$ cat config.mk
export PLATFORM = sky130hd
export DESIGN_NAME = pwm_deadtime_gen
export DESIGN_NICKNAME = d
export VERILOG_FILES = /design/src/rtl/pwm_deadtime_gen.sv
export SDC_FILE = /design/constraint.sdc
export NUM_CORES = 1
export LEC_CHECK = 0
export ABC_AREA = 1
export ABC_CLOCK_PERIOD_IN_PS = 1500
export BUFFER_PORTS_ARGS = -buffer_cell sky130_fd_sc_hd__buf_2
export CAP_MARGIN = 20
export CORE_MARGIN = 4
export CORE_UTILIZATION = 53
export DETAILED_ROUTE_END_ITERATION = 6
export GPL_TIMING_DRIVEN = 0
export PLACE_DENSITY = 0.76
export SLEW_MARGIN = 10
export SYNTH_ARGS = -nofsm -noshare
export SYNTH_HDL_FRONTEND = slang
export SYNTH_SLANG_ARGS = --single-unit
export TNS_END_PERCENT = 100
$ cat constraint.sdc
create_clock -name clk -period 1.5 [get_ports clk]
set_input_delay 0.15 -clock clk [delete_from_list [all_inputs] [get_ports clk]]
set_output_delay 0.15 -clock clk [all_outputs]
set_load 0.02 [all_outputs]
$ cat src/rtl/pwm_deadtime_gen.sv
module pwm_deadtime_gen #(
  parameter int DT_W = 12,
  parameter int PS_W = 2
) (
  input  logic            clk,
  input  logic            rst_n,
  input  logic            en,
  input  logic            pwm_raw,
  input  logic [PS_W-1:0] ps_sel,
  input  logic [DT_W-1:0] dt_val,
  output logic            out_even,
  output logic            out_odd
);

  localparam int CNT_W = DT_W + (1 << PS_W) - 1;

  logic             raw_q, en_q;
  logic [CNT_W-1:0] cnt;
  logic [CNT_W-1:0] dt_ext, scaled, dead_len;
  logic             start;

  assign dt_ext   = CNT_W'(dt_val);
  assign scaled   = dt_ext << ps_sel;
  assign dead_len = (ps_sel == '0 || dt_val == '0) ? dt_ext : scaled - CNT_W'(1);
  assign start    = en && (!en_q || (pwm_raw != raw_q));

  always_ff @(posedge clk or negedge rst_n) begin
    if (!rst_n) begin
      raw_q    <= 1'b0;
      en_q     <= 1'b0;
      cnt      <= '0;
      out_even <= 1'b0;
      out_odd  <= 1'b0;
    end else begin
      raw_q <= pwm_raw;
      en_q  <= en;
      if (!en) begin
        cnt      <= '0;
        out_even <= 1'b0;
        out_odd  <= 1'b0;
      end else if (start) begin
        if (dead_len == '0) begin
          cnt      <= '0;
          out_even <= pwm_raw;
          out_odd  <= !pwm_raw;
        end else begin
          cnt      <= dead_len;
          out_even <= 1'b0;
          out_odd  <= 1'b0;
        end
      end else if (cnt != '0) begin
        cnt <= cnt - CNT_W'(1);
        if (cnt == CNT_W'(1)) begin
          out_even <= raw_q;
          out_odd  <= !raw_q;
        end
      end
    end
  end

  p_reset_idle_r1: assert property (@(posedge clk)
    !rst_n |=> (!out_even && !out_odd && cnt == '0));

  p_no_overlap_r2: assert property (@(posedge clk) disable iff (!rst_n)
    !(out_even && out_odd));

  p_disable_quiet_r3: assert property (@(posedge clk) disable iff (!rst_n)
    !en |=> (!out_even && !out_odd));

  p_even_level_r4: assert property (@(posedge clk) disable iff (!rst_n)
    out_even |-> raw_q);

  p_odd_level_r4: assert property (@(posedge clk) disable iff (!rst_n)
    out_odd |-> !raw_q);

  p_gap_opens_r4: assert property (@(posedge clk) disable iff (!rst_n)
    (start && dt_val != '0) |=> (!out_even && !out_odd && cnt != '0));

  p_hold_low_r5: assert property (@(posedge clk) disable iff (!rst_n)
    (cnt > CNT_W'(1) && en && !start) |=> (!out_even && !out_odd));

  p_no_gap_r6: assert property (@(posedge clk) disable iff (!rst_n)
    (start && dt_val == '0) |=> (out_even == $past(pwm_raw) && out_odd == !$past(pwm_raw)));

endmodule

==> results.md <==
Outcome:
- The run finished, with violations left.
- The checks that failed: setup timing.

Worst setup path:
- The largest fanout on the critical path is 3.
- The worst setup path is launched from a flip-flop.
- Data on the critical path is required at its endpoint by 1.71 ns.
- The critical path is of the reg -> reg type.
- The worst setup path is captured at a flip-flop.
- Data arrives at the worst endpoint at 1.88 ns.

Run:
- The number of max-capacitance violations reported is 0.

Power and ir drop:
- The combinational power share is 47.1%.
- The net switching power of the design is 700 uW.
- The share of total power dissipated in sequential elements is 36.8%.
- The areal power density over the cells is approximately 700 mW/mm^2.
- The share of total power consumed by net switching is 41.5%.
- VDD sags by at most 0.302 mV.
- The internal portion of the total power is 987 uW.
- In this run the static leakage power is between 0.001 and 0.0015 uW.
- Of the total power, the clock network draws 16.1%.

Drt:
- The total number of vias is 2,118.
- For this block, the routed nets add up to 4.99 mm of wire.
- Dividing the detail-routed wire length by the instance count gives 12.6 um.
- For this run, design rule violations remaining after detail routing come to 0.
- Once detail routing completed, the nets flagged for antenna violations numbered 0.
- The detailed router's first-iteration violation count is roughly 110.
- The detailed-router iteration count before antenna repair is 5.
- The number of vias per cell after detailed routing is 5.35.

CTS:
- TritonCTS built the clock tree.
- No sink is reached through more buffers than the 2 on the longest clock path.
- The number of sinks on the clock net is 19.
- The clock-pin transition on the worst setup and hold timing paths is 0.11 ns.
- The later pin in the worst-skew pair is clocked with a latency of approximately 0.31 ns.
- The number of levels in the clock H-tree is 1.
- TritonCTS created 3 clock buffers.
- The library cell used as clock root buffer is clkbuf_4.

Die:
- The initial utilization of the core area, before any placement, comes to 55.3%.
- Row generation in the floorplan step produced 21 rows.
- The die span in y is 67.5 um.
- The I/O pin count is 20.
- The die area is 0.00455 mm^2.
- The standard cell core area is 0.00339 mm^2.
- The die width is 67.5 um.

Global route:
- The overall overflow remaining after global route is 0.
- The first global-routing pass estimated 8.29 mm of wire.
- The number of antenna violations at the first check in global routing is 0.
- The maximum number of pins on one net before global-route repair is 20.
- In the global route stage, overall resource usage came out at a little under a quarter.
- The number of global-route vias before repair was 1,875.

Logic synthesis:
- A synthesized cell averages 6.07 um^2.
- The Yosys step of the flow raised 0 warnings.
- The synthesized netlist net count is around 330.
- After synthesis the netlist holds a flip-flop and latch count of 19.
- The number of cells produced by synthesis is between 300 and 400.
- Yosys attributes the largest share of cell area to dfrtp_1, nand2_1, nand3_1, inv_1, nor2_1.
- The area of the mapped netlist is 0.00188 mm^2.
- The number of distinct library cell variants in the gate-level netlist after synthesis is 32.
- The share of synthesized area in the top cell type comes to 25.4%.
- Of all cell types, the one taking the most synthesized area is dfrtp_1.
- The post-synthesis sequential area ratio is 25.4%.

STA:
- The count of pins over their slew limit was 0.
- The worst clock skew is 0.00542 ns.
- The final-layout setup total negative slack is -1.65 ns.
- The worst slack on hold paths is 0.0512 ns.
- The final hold violation count is 0.
- Measured against its own limit, the worst slew margin works out to between 70% and 80%.
- The final critical path takes up 111% of the cycle.
- The post-layout minimum cycle time is 1.66 ns.
- Setup violations remaining at the end of the flow were counted as 17.
- Setup repair after global routing could not meet its margin everywhere.
- The slew at the pin closest to its max-slew limit is 0.435 ns.
- Timing would allow up to 601 MHz.
- The post-layout worst setup margin is -0.163 ns.

Place:
- The HPWL reported at the end of detailed placement is 3.33 mm.
- The number of port buffers is 19.
- The global placer's final weighted congestion is 0.826.
- Once placement finished, the instance area stood at 0.00204 mm^2.
- OpenSTA, run right after detailed placement, puts the worst setup slack at -0.429 ns.

Final layout:
- The post-route cell area is 0.00240 mm^2.
- Cells fill a little under three quarters of the core in the end.
- The repair_antennas step left the layout with diodes totalling 0.
- The layout net count is 371.
- The share of final-layout standard cells stronger than drive strength 1 is 31.7%.
- The library cells used most frequently in the layout, excluding fill and tap cells, are nand2_1, inv_1, nor2_1, nand3_1, buf_2.
- Leaving out fill and tap cells, the most frequent cell in the layout is nand2_1.
- The layout overhead on the synthesized area is 28.0%.

Worst hold path:
- The tightest min-delay check is of the in -> reg type.
## layer usage
layer	track usage, %	routed length [um]	vias up
met1	31.4	2270	967
met4	5.82	108	0
met2	40.5	2420	58
met5	0	0	-
met3	1.50	191	14
li1	-	-	1079
## critical path, cell delays in order, from the launching register on
cell and delay, ns:
dfrtp_1 0.42, or2_4 0.28, nor2_4 0.11, nand2_2 0.09, nor2_4 0.12, nand4_1 0.12, o21a_1 0.22, nor3_2 0.16
nor2_1 0.06
## power groups by stage
| stage | clock network (uW) | registers [uW] | logic (uW) |
|---|---|---|---|
| after floorplan | 0 | 619 | 451 |
| after global placement | 0 | 621 | 585 |
| after detailed placement | 0 | 624 | 588 |
| after CTS | 265 | 614 | 717 |
| after global routing | 287 | 628 | 885 |
| final | 272 | 621 | 795 |
## final timing paths
kind / depth (start not counted) / to / startpoint / slack (ns)
max reg2reg: 8 / cnt[14]$_DFFE_PN0P_ / cnt[3]$_DFFE_PN0P_ / -0.16
max in group asynchronous: 2 / cnt[6]$_DFFE_PN0P_ / rst_n / 0.90
min: 1 / en_q$_DFF_PN0_ / en / 0.05
min in group asynchronous: 2 / out_even$_DFFE_PN0P_ / rst_n / 0.30
min reg2reg: 2 / out_odd$_DFFE_PN0P_ / out_odd$_DFFE_PN0P_ / 0.54
max: 8 / cnt[14]$_DFFE_PN0P_ / cnt[3]$_DFFE_PN0P_ / -0.16
## per-stage QoR
stage / total power, uW / cells
floorplan: 1070 / 309
global placement: 1210 / 374
detailed placement: 1210 / 374
CTS: 1600 / 394
global route: 1800 / 396
finish: 1690 / 396
## cell families (layout without fill, tap and decap cells)
group                      count (synthesis)  count (layout)  synth area share [%]
buffers and inverters                     46              87                  10.4
and+or+nand+nor                          187             187                  45.8
DFF                                       19              19                  25.4
xor gates and xnor gates                   8               8                  3.74
AOI/OAI and AO/OA                         47              47                  13.4
adders and majority gates                  2               2                  1.33
## synth_stat cells
library cell	n
nand2_1	93
inv_1	35
nor2_1	33
nand3_1	32
o21ai_0	20
dfrtp_1	19
a21oi_1	15
nor3_1	7
buf_2	6
nand2_2	6
a31oi_1	4
nor2_2	4
xnor2_1	4
xor2_1	4
nand3_2	3
o21ai_1	3
buf_6	2
ha_1	2
inv_2	2
nor2_4	2
o22ai_1	2
a21oi_2	1
clkbuf_1	1
nand2_4	1
nand3_4	1
nand3b_1	1
nand4_1	1
nor2_8	1
o21a_1	1
o31ai_1	1
or2_1	1
or2_2	1
## timing repair
item                                    CTS  global route
setup buffers                            13             2
pin swaps                                16             7
hold endpoints to repair                 20             0
endpoints found under the setup margin   17            17
resized for setup                        39            23
hold buffers                              2             0
gates cloned                              1             0
## area by class of cell
type / instances / area (um^2)
plain buffers: 9 / 66.3
clock buffers: 4 / 26.3
fillers: 286 / 988
inverters: 37 / 144
multi-input cells: 244 / 1390
flip-flops and latches: 19 / 475
well taps: 46 / 57.6
repair buffers: 37 / 243
## flip-flops by register name (all words and copies together) (netlist names)
signal / cells
out_even: 1
en_q: 1
cnt: 15
out_odd: 1
raw_q: 1
(Power assumes the default switching activity.)
